**src/rtl/tmr_chan.sv**
```systemverilog
module tmr_chan #(
  parameter int DIV_SLOW = 12,
  parameter int DIV_FAST = 4
) (
  input  logic       clk,
  input  logic       rst_n,
  input  logic       cnt_sel,
  input  logic [1:0] mode,
  input  logic       run,
  input  logic       gate_en,
  input  logic       gate_in,
  input  logic       fast,
  input  logic       ext_pin,
  input  logic       wr_hi,
  input  logic       wr_lo,
  input  logic [7:0] wr_data,
  input  logic       ovf_clr,
  input  logic       ovf_ack,
  output logic [7:0] cnt_hi,
  output logic [7:0] cnt_lo,
  output logic       ovf_flag
);
  localparam int PW = $clog2(DIV_SLOW);
  localparam logic [PW-1:0] LIM_SLOW = PW'(DIV_SLOW - 1);
  localparam logic [PW-1:0] LIM_FAST = PW'(DIV_FAST - 1);

  logic [PW-1:0] ps;
  logic          smp_new, smp_old;
  logic [7:0]    nx_hi, nx_lo;
  logic          wrap;

  wire [PW-1:0] lim     = fast ? LIM_FAST : LIM_SLOW;
  wire          tick    = ps >= lim;
  wire          fall    = smp_old & ~smp_new;
  wire          gate_ok = run & (~gate_en | gate_in);
  wire          step    = tick & gate_ok & (cnt_sel ? fall : 1'b1);
  wire          wr_any  = wr_hi | wr_lo;
  wire          adv     = step & ~wr_any;

  always_ff @(posedge clk or negedge rst_n) begin
    if (!rst_n) begin
      ps      <= '0;
      smp_new <= 1'b0;
      smp_old <= 1'b0;
    end else begin
      ps <= tick ? '0 : ps + 1'b1;
      if (tick) begin
        smp_new <= ext_pin;
        smp_old <= smp_new;
      end
    end
  end

  always_comb begin
    nx_hi = cnt_hi;
    nx_lo = cnt_lo;
    wrap  = 1'b0;
    case (mode)
      2'd0: begin
        nx_lo = {cnt_lo[7:5], cnt_lo[4:0] + 5'd1};
        if (cnt_lo[4:0] == 5'h1F) begin
          nx_hi = cnt_hi + 8'd1;
          wrap  = (cnt_hi == 8'hFF);
        end
      end
      2'd1: {wrap, nx_hi, nx_lo} = {1'b0, cnt_hi, cnt_lo} + 17'd1;
      2'd2: begin
        if (cnt_lo == 8'hFF) begin
          nx_lo = cnt_hi;
          wrap  = 1'b1;
        end else begin
          nx_lo = cnt_lo + 8'd1;
        end
      end
      default: ;
    endcase
  end

  always_ff @(posedge clk or negedge rst_n) begin
    if (!rst_n) begin
      cnt_hi   <= '0;
      cnt_lo   <= '0;
      ovf_flag <= 1'b0;
    end else begin
      if (wr_hi) cnt_hi <= wr_data;
      if (wr_lo) cnt_lo <= wr_data;
      if (adv) begin
        cnt_hi <= nx_hi;
        cnt_lo <= nx_lo;
      end
      if (adv & wrap) ovf_flag <= 1'b1;
      else if (ovf_clr | ovf_ack) ovf_flag <= 1'b0;
    end
  end
endmodule

```
**config.mk**
```make
export PLATFORM = sky130hd
export DESIGN_NAME = tmr_chan
export DESIGN_NICKNAME = d
export VERILOG_FILES = /design/src/rtl/tmr_chan.sv
export SDC_FILE = /design/constraint.sdc
export NUM_CORES = 1
export LEC_CHECK = 0
export BUFFER_PORTS_ARGS = -buffer_cell sky130_fd_sc_hd__buf_2
export CORE_ASPECT_RATIO = 0.5
export CORE_MARGIN = 4
export CORE_UTILIZATION = 37
export DETAILED_ROUTE_END_ITERATION = 6
export GPL_ROUTABILITY_DRIVEN = 0
export HOLD_SLACK_MARGIN = 0.1
export PLACE_DENSITY = 0.59
export SYNTH_ARGS = -nofsm -noshare
export SYNTH_HDL_FRONTEND = slang
export SYNTH_SLANG_ARGS = --single-unit
```
**constraint.sdc**
```tcl
create_clock -name clk -period 2.48 [get_ports clk]
set_clock_uncertainty 0.2 [all_clocks]
set_input_delay 0.124 -clock clk [delete_from_list [all_inputs] [get_ports clk]]
set_output_delay 0.124 -clock clk [all_outputs]
set_load 0.05 [all_outputs]
```
* Yosys cells after proc, flatten, opt, wreduce, memory -nomap -nowiden
Cells that the tools add are included.
Storage, ports and cells: bits in registers 23, input bits 22, word-level logic and storage cells 58
Operators by class: add/sub/neg operators 5, magnitude comparators 1, equality and inequality tests 10, multiplexer cells 16, bitwise operators 12, reduce and logical (&&, ||, !) cells 7
Operator list (count):
- $mux W8 | 6
- $pmux W8 S3 | 1
- $add A16 B1 Y17 const B | 1
- $add A8 B1 Y8 const B | 2
- $eq A8 B8 Y1 const B | 2
- $pmux W8 S2 | 1
- $mux W4 | 2
- $and A1 B1 Y1 | 6
- $ne A3 B1 Y1 const B | 2
- $reduce_and A3 Y1 | 2
- $reduce_bool A2 Y1 | 3
- $add A5 B1 Y5 const B | 1
- $eq A5 B5 Y1 const B | 1
- $mux W1 | 5
- $add A4 B1 Y4 const B | 1
- $ge A4 B4 Y1 | 1
- $ne A4 B1 Y1 const B | 1
- $ne A3 B3 Y1 const B | 1
- $not A1 Y1 | 3
- $or A1 B1 Y1 | 3
- $pmux W1 S3 | 1
- $eq A2 B1 Y1 const B | 1
- $eq A2 B2 Y1 const B | 1
- $logic_not A2 Y1 | 1
- 2 further kinds | 2

* Longest topological paths before layout
depth after elaboration 8, mapped depth 10, gate-level depth less buffers 9

* Worst setup path after synthesis
No wires, ideal clock.
path type register to register, from reg cnt_lo[0], to reg cnt_hi[7], arrival 2551 ps, required time 2210 ps, slack -341 ps, stages on the path, launching flop included 10, buffers on the path 0, period minus slack after synthesis 2821 ps, path through dfrtp_1 ha_1 nand3_1 inv_1 ha_1 nand2_1 a222oi_1 a21oi_1 or4_1 nand3_1
On the way: word-level cells in the longest chain between the ends 3, elaborated cells between the ends (all ways) 6, those cells by class add/sub: 1; eq/ne: 2; mux: 2; reduce/logical: 1
Ends and longest elaborated chain:
- start: declaration | RTL line 20 | output logic [7:0] cnt_lo,
- start signal: assignment | RTL line 86 | if (wr_lo) cnt_lo <= wr_data;
- start signal: assignment | RTL line 89 | cnt_lo <= nx_lo;
- $add A16 B1 Y17 / $eq A5 B5 Y1 (equally long branches) | RTL line 66, 61
- $pmux W8 S2 / $ne A3 B3 Y1 (equally long branches)
- $mux W8 / $reduce_and A3 Y1 (equally long branches)
- end signal: assignment | RTL line 85 | if (wr_hi) cnt_hi <= wr_data;
- end signal: assignment | RTL line 88 | cnt_hi <= nx_hi;
- end: declaration | RTL line 19 | output logic [7:0] cnt_hi,
Several ways; a longest one is shown, not always the timed one. A chain may end at the register's enable or synchronous reset.

* Worst setup path after layout
from reg cnt_lo[1], to reg cnt_hi[7]
The elaborated chain is that of the path after synthesis.

==> results.py <==
metrics = {
    "synth": {
        "synth.avg_cell_area_um2": 8.54,
        "synth-seq-cells": 23,
        "dominantRegCellSynth": "dfrtp_1",
        "synth-seq-area-share_pct": 34.2,
        "synth_cell_type_count": 47,
        "netlist.area_leader.share_pct": 34.2,
        "synthesis.nets": 228,
        "synth-edff-count": 0,
        "yosysWarningCount": 0,
        "async_flop_share_pct": 100,
        "cell_count_after_synthesis": 197,
        "synth.top_cells.by_area": "dfrtp_1, ha_1, nand3_1",
        "post_synth_instance_area_um2": 1680,
        "area_leader_netlist": "dfrtp_1",
    },
    "worst_setup_path": {
        "crit_path_end_kind": "flop",
        "timing.critical_path.slowest_stage_cell": "or4_1",
        "path_common_cell": "ha_4",
        "path_buf_inv": 1,
        "critical_path_arrival_ns": 2.42,
        "start_kind": "flop",
        "cp_slowest_stage_delay_ns": 0.53,
        "timing.critical_path.required_ns": 2.49,
        "critical_path_class": "flop to flop",
        "worst-path-max-fanout": 6,
        "critPathTopFamily": "simple AND/OR/NAND/NOR gates",
        "cp_cell_sequence": "ha_4 -> nand3_4 -> inv_4 -> ha_4 -> nand2_2 -> a222oi_1 -> a21oi_2 -> or4_1 -> nand3_1",
    },
    "global_route": {
        "grt_usage_pct": 17.9,
        "globalRouteOverflowTotal": 0,
        "first_global_vias": 1728,
        "pin_count_of_the_biggest_net_entering_global_routing": 24,
        "grt_antenna_before_repair": 0,
        "grt_first_pass_wirelength_um": 8340,
    },
    "route": {
        "avgViaCountPerCell": 5.55,
        "post_drt_wl_per_cell_um": 16.0,
        "route.detailed.drc": 0,
        "drt_first_iter_violations": 147,
        "detailroute.via_count": 1788,
        "drt_wl_total_um": 5170,
        "drtPass1Iterations": 5,
        "antenna_violating_nets_post_route": 0,
    },
    "clocking": {
        "cts_tree": "yes",
        "path_clk_slew_ns": 0.09,
        "worst_skew_pair.late_latency_ns": 0.27,
        "cts_buffers": 3,
        "cts_root_buffer": "clkbuf_8",
        "clock_tree.htree_level_count": 1,
        "maximum_clock_insertion_buffer_count": 2,
        "cts.sink_count": 23,
    },
    "floorplanning": {
        "placeableCoreArea_um2": 4400,
        "top_level_ports": 39,
        "rows": 17,
        "dieHeight_um": 55.7,
        "start_util_pct": 38.2,
        "floorplan.die_area_um2": 5760,
        "dieWidth_um": 103,
    },
    "power": {
        "power.density_nw_per_um2": 595,
        "maximum_vdd_drop_v": 0.000238,
        "total_leakage_power_nw": 1.02,
    },
    "finish": {
        "final_net_count": 297,
        "layout_common_cells": "buf_2, dfrtp_1, nand2_1",
        "mostFrequentLayoutCell": "buf_2",
        "layout-drive-gt1-share_pct": 30.2,
        "diodes": 0,
        "area.growth.synth_to_final_pct": 38.6,
    },
    "timing": {
        "timing_hold_violations_final": 0,
        "hold_ws_ns": 0.127,
        "max_slew_margin_pct": 62.2,
        "timing.final.crit_share_pct": 97.4,
        "slew_viol_final": 0,
        "post-route-worst-setup-slack_ns": 0.0656,
        "fin_crit_ns": 2.41,
        "maxClockFrequency_mhz": 414,
        "actual_transition_at_the_worst_max_transition_pin_ns": 0.567,
        "grt_setup_unrepaired": "true",
        "timing.final.setup_violations": 0,
    },
    "run_status": {
        "outcome": "complete, no violations",
    },
    "worst_hold_path": {
        "hp-class": "input pin to flop",
    },
    "flow_run": {
        "max-cap-violations": 0,
    },
    "place": {
        "dp_worst_setup_slack_ns": 0.121,
        "hpwl_um": 3670,
        "numPortBuffers": 38,
    },
}
cells in the mapped netlist (2+ instances only):
cell       n
dfrtp_1   23
nand2_1   19
nand3_1   16
inv_1     12
nor2_1    11
a21oi_1    9
ha_1       9
a31oi_1    8
o21ai_0    6
o31ai_1    6
mux2_2     5
nand4_1    5
nor3_1     5
o22a_1     5
a221oi_1   4
and2_1     4
clkbuf_1   4
a22oi_1    3
and3_1     3
mux2i_1    3
nor2b_1    3
xor2_1     3
a211oi_1   2
buf_2      2
nor3b_1    2
nor4_1     2
or3_1      2
or4_1      2
flip-flops by register name, indices dropped and copies added, names as in the netlist:
signal,cells
ps,4
ovf_flag,1
smp_new,1
cnt_hi,8
smp_old,1
cnt_lo,8
per-layer routing:
metal	GRT usage (%)	part of all wire [%]	vias up
li1	-	-	879
met1	25.4	47	850
met2	28.0	46	53
met3	3.50	5.8	6
met4	3.69	0.85	0
met5	0	0	-
power breakdown:
part,leakage [nW],switching [mW],internal (mW)
Sequential,0.273,0.0969,0.456
Combinational,0.722,0.356,0.237
Clock,0.0228,0.128,0.115
Total,1.02,0.581,0.807
worst paths after layout:
| path | startpoint | to | slack, ns | cells past startpoint |
|---|---|---|---|---|
| worst min-delay path | fast | ps[1] | 0.13 | 4 |
| worst min register to register | ps[0] | ps[0] | 0.28 | 1 |
| worst max register to register | cnt_lo[1] | cnt_hi[7] | 0.07 | 9 |
| worst max-delay path | cnt_lo[1] | cnt_hi[7] | 0.07 | 9 |
| min in group asynchronous | rst_n | cnt_hi[6] | 0.18 | 2 |
| max in group asynchronous | rst_n | cnt_lo[0] | 1.50 | 2 |
final cells by class:
cell class | count | area, um2
Inverter | 12 | 47.5
Tap cell | 57 | 71.3
Timing Repair Buffer | 72 | 502
Fill cell | 435 | 2070
Multi-Input combinational cell | 154 | 1090
Clock buffer | 4 | 45.0
Sequential cell | 23 | 581
repair_timing:
action	CTS	global route
hold buffers	16	0
gates resized for setup	0	8
endpoints found under the setup margin	0	10
setup buffers	0	7
hold endpoints to repair	41	0
cells by family (layout without fill, tap and decap cells):
| group | Yosys count | count (layout) | synth area share, % |
|---|---|---|---|
| simple gates | 78 | 78 | 23.9 |
| compound gates | 55 | 55 | 23.3 |
| flops | 23 | 23 | 34.2 |
| buf+inv | 20 | 88 | 4.68 |
| fa+ha+maj | 9 | 9 | 6.69 |
| mux | 8 | 8 | 5.13 |
| xor+xnor | 4 | 4 | 2.08 |
worst register-to-register path, delay by kind of cell, from the launching register on:
family,cells,cell delay (ns)
and+or+nand+nor,4,0.77
DFF,1,0.43
buffers and inverters,1,0.09
adders and majority gates,2,0.29
AOI/OAI and AO/OA,2,0.57
through the flow:
| stage | instance area (um2) | TNS, ns | total power [mW] | utilization [%] | instances |
|---|---|---|---|---|---|
| final | 2330 | 0 | 1.39 | 53.0 | 322 |
| after global routing | 2330 | -0.0408 | 1.49 | 53.0 | 322 |
| after CTS | 2240 | 0 | 1.37 | 50.8 | 314 |
| after detailed placement | 2030 | 0 | 1.10 | 46.2 | 294 |
| after global placement | 2030 | 0 | 1.09 | 46.2 | 294 |
| after floorplan | 1710 | 0 | 0.935 | - | 197 |
(Power assumes the default switching activity.)
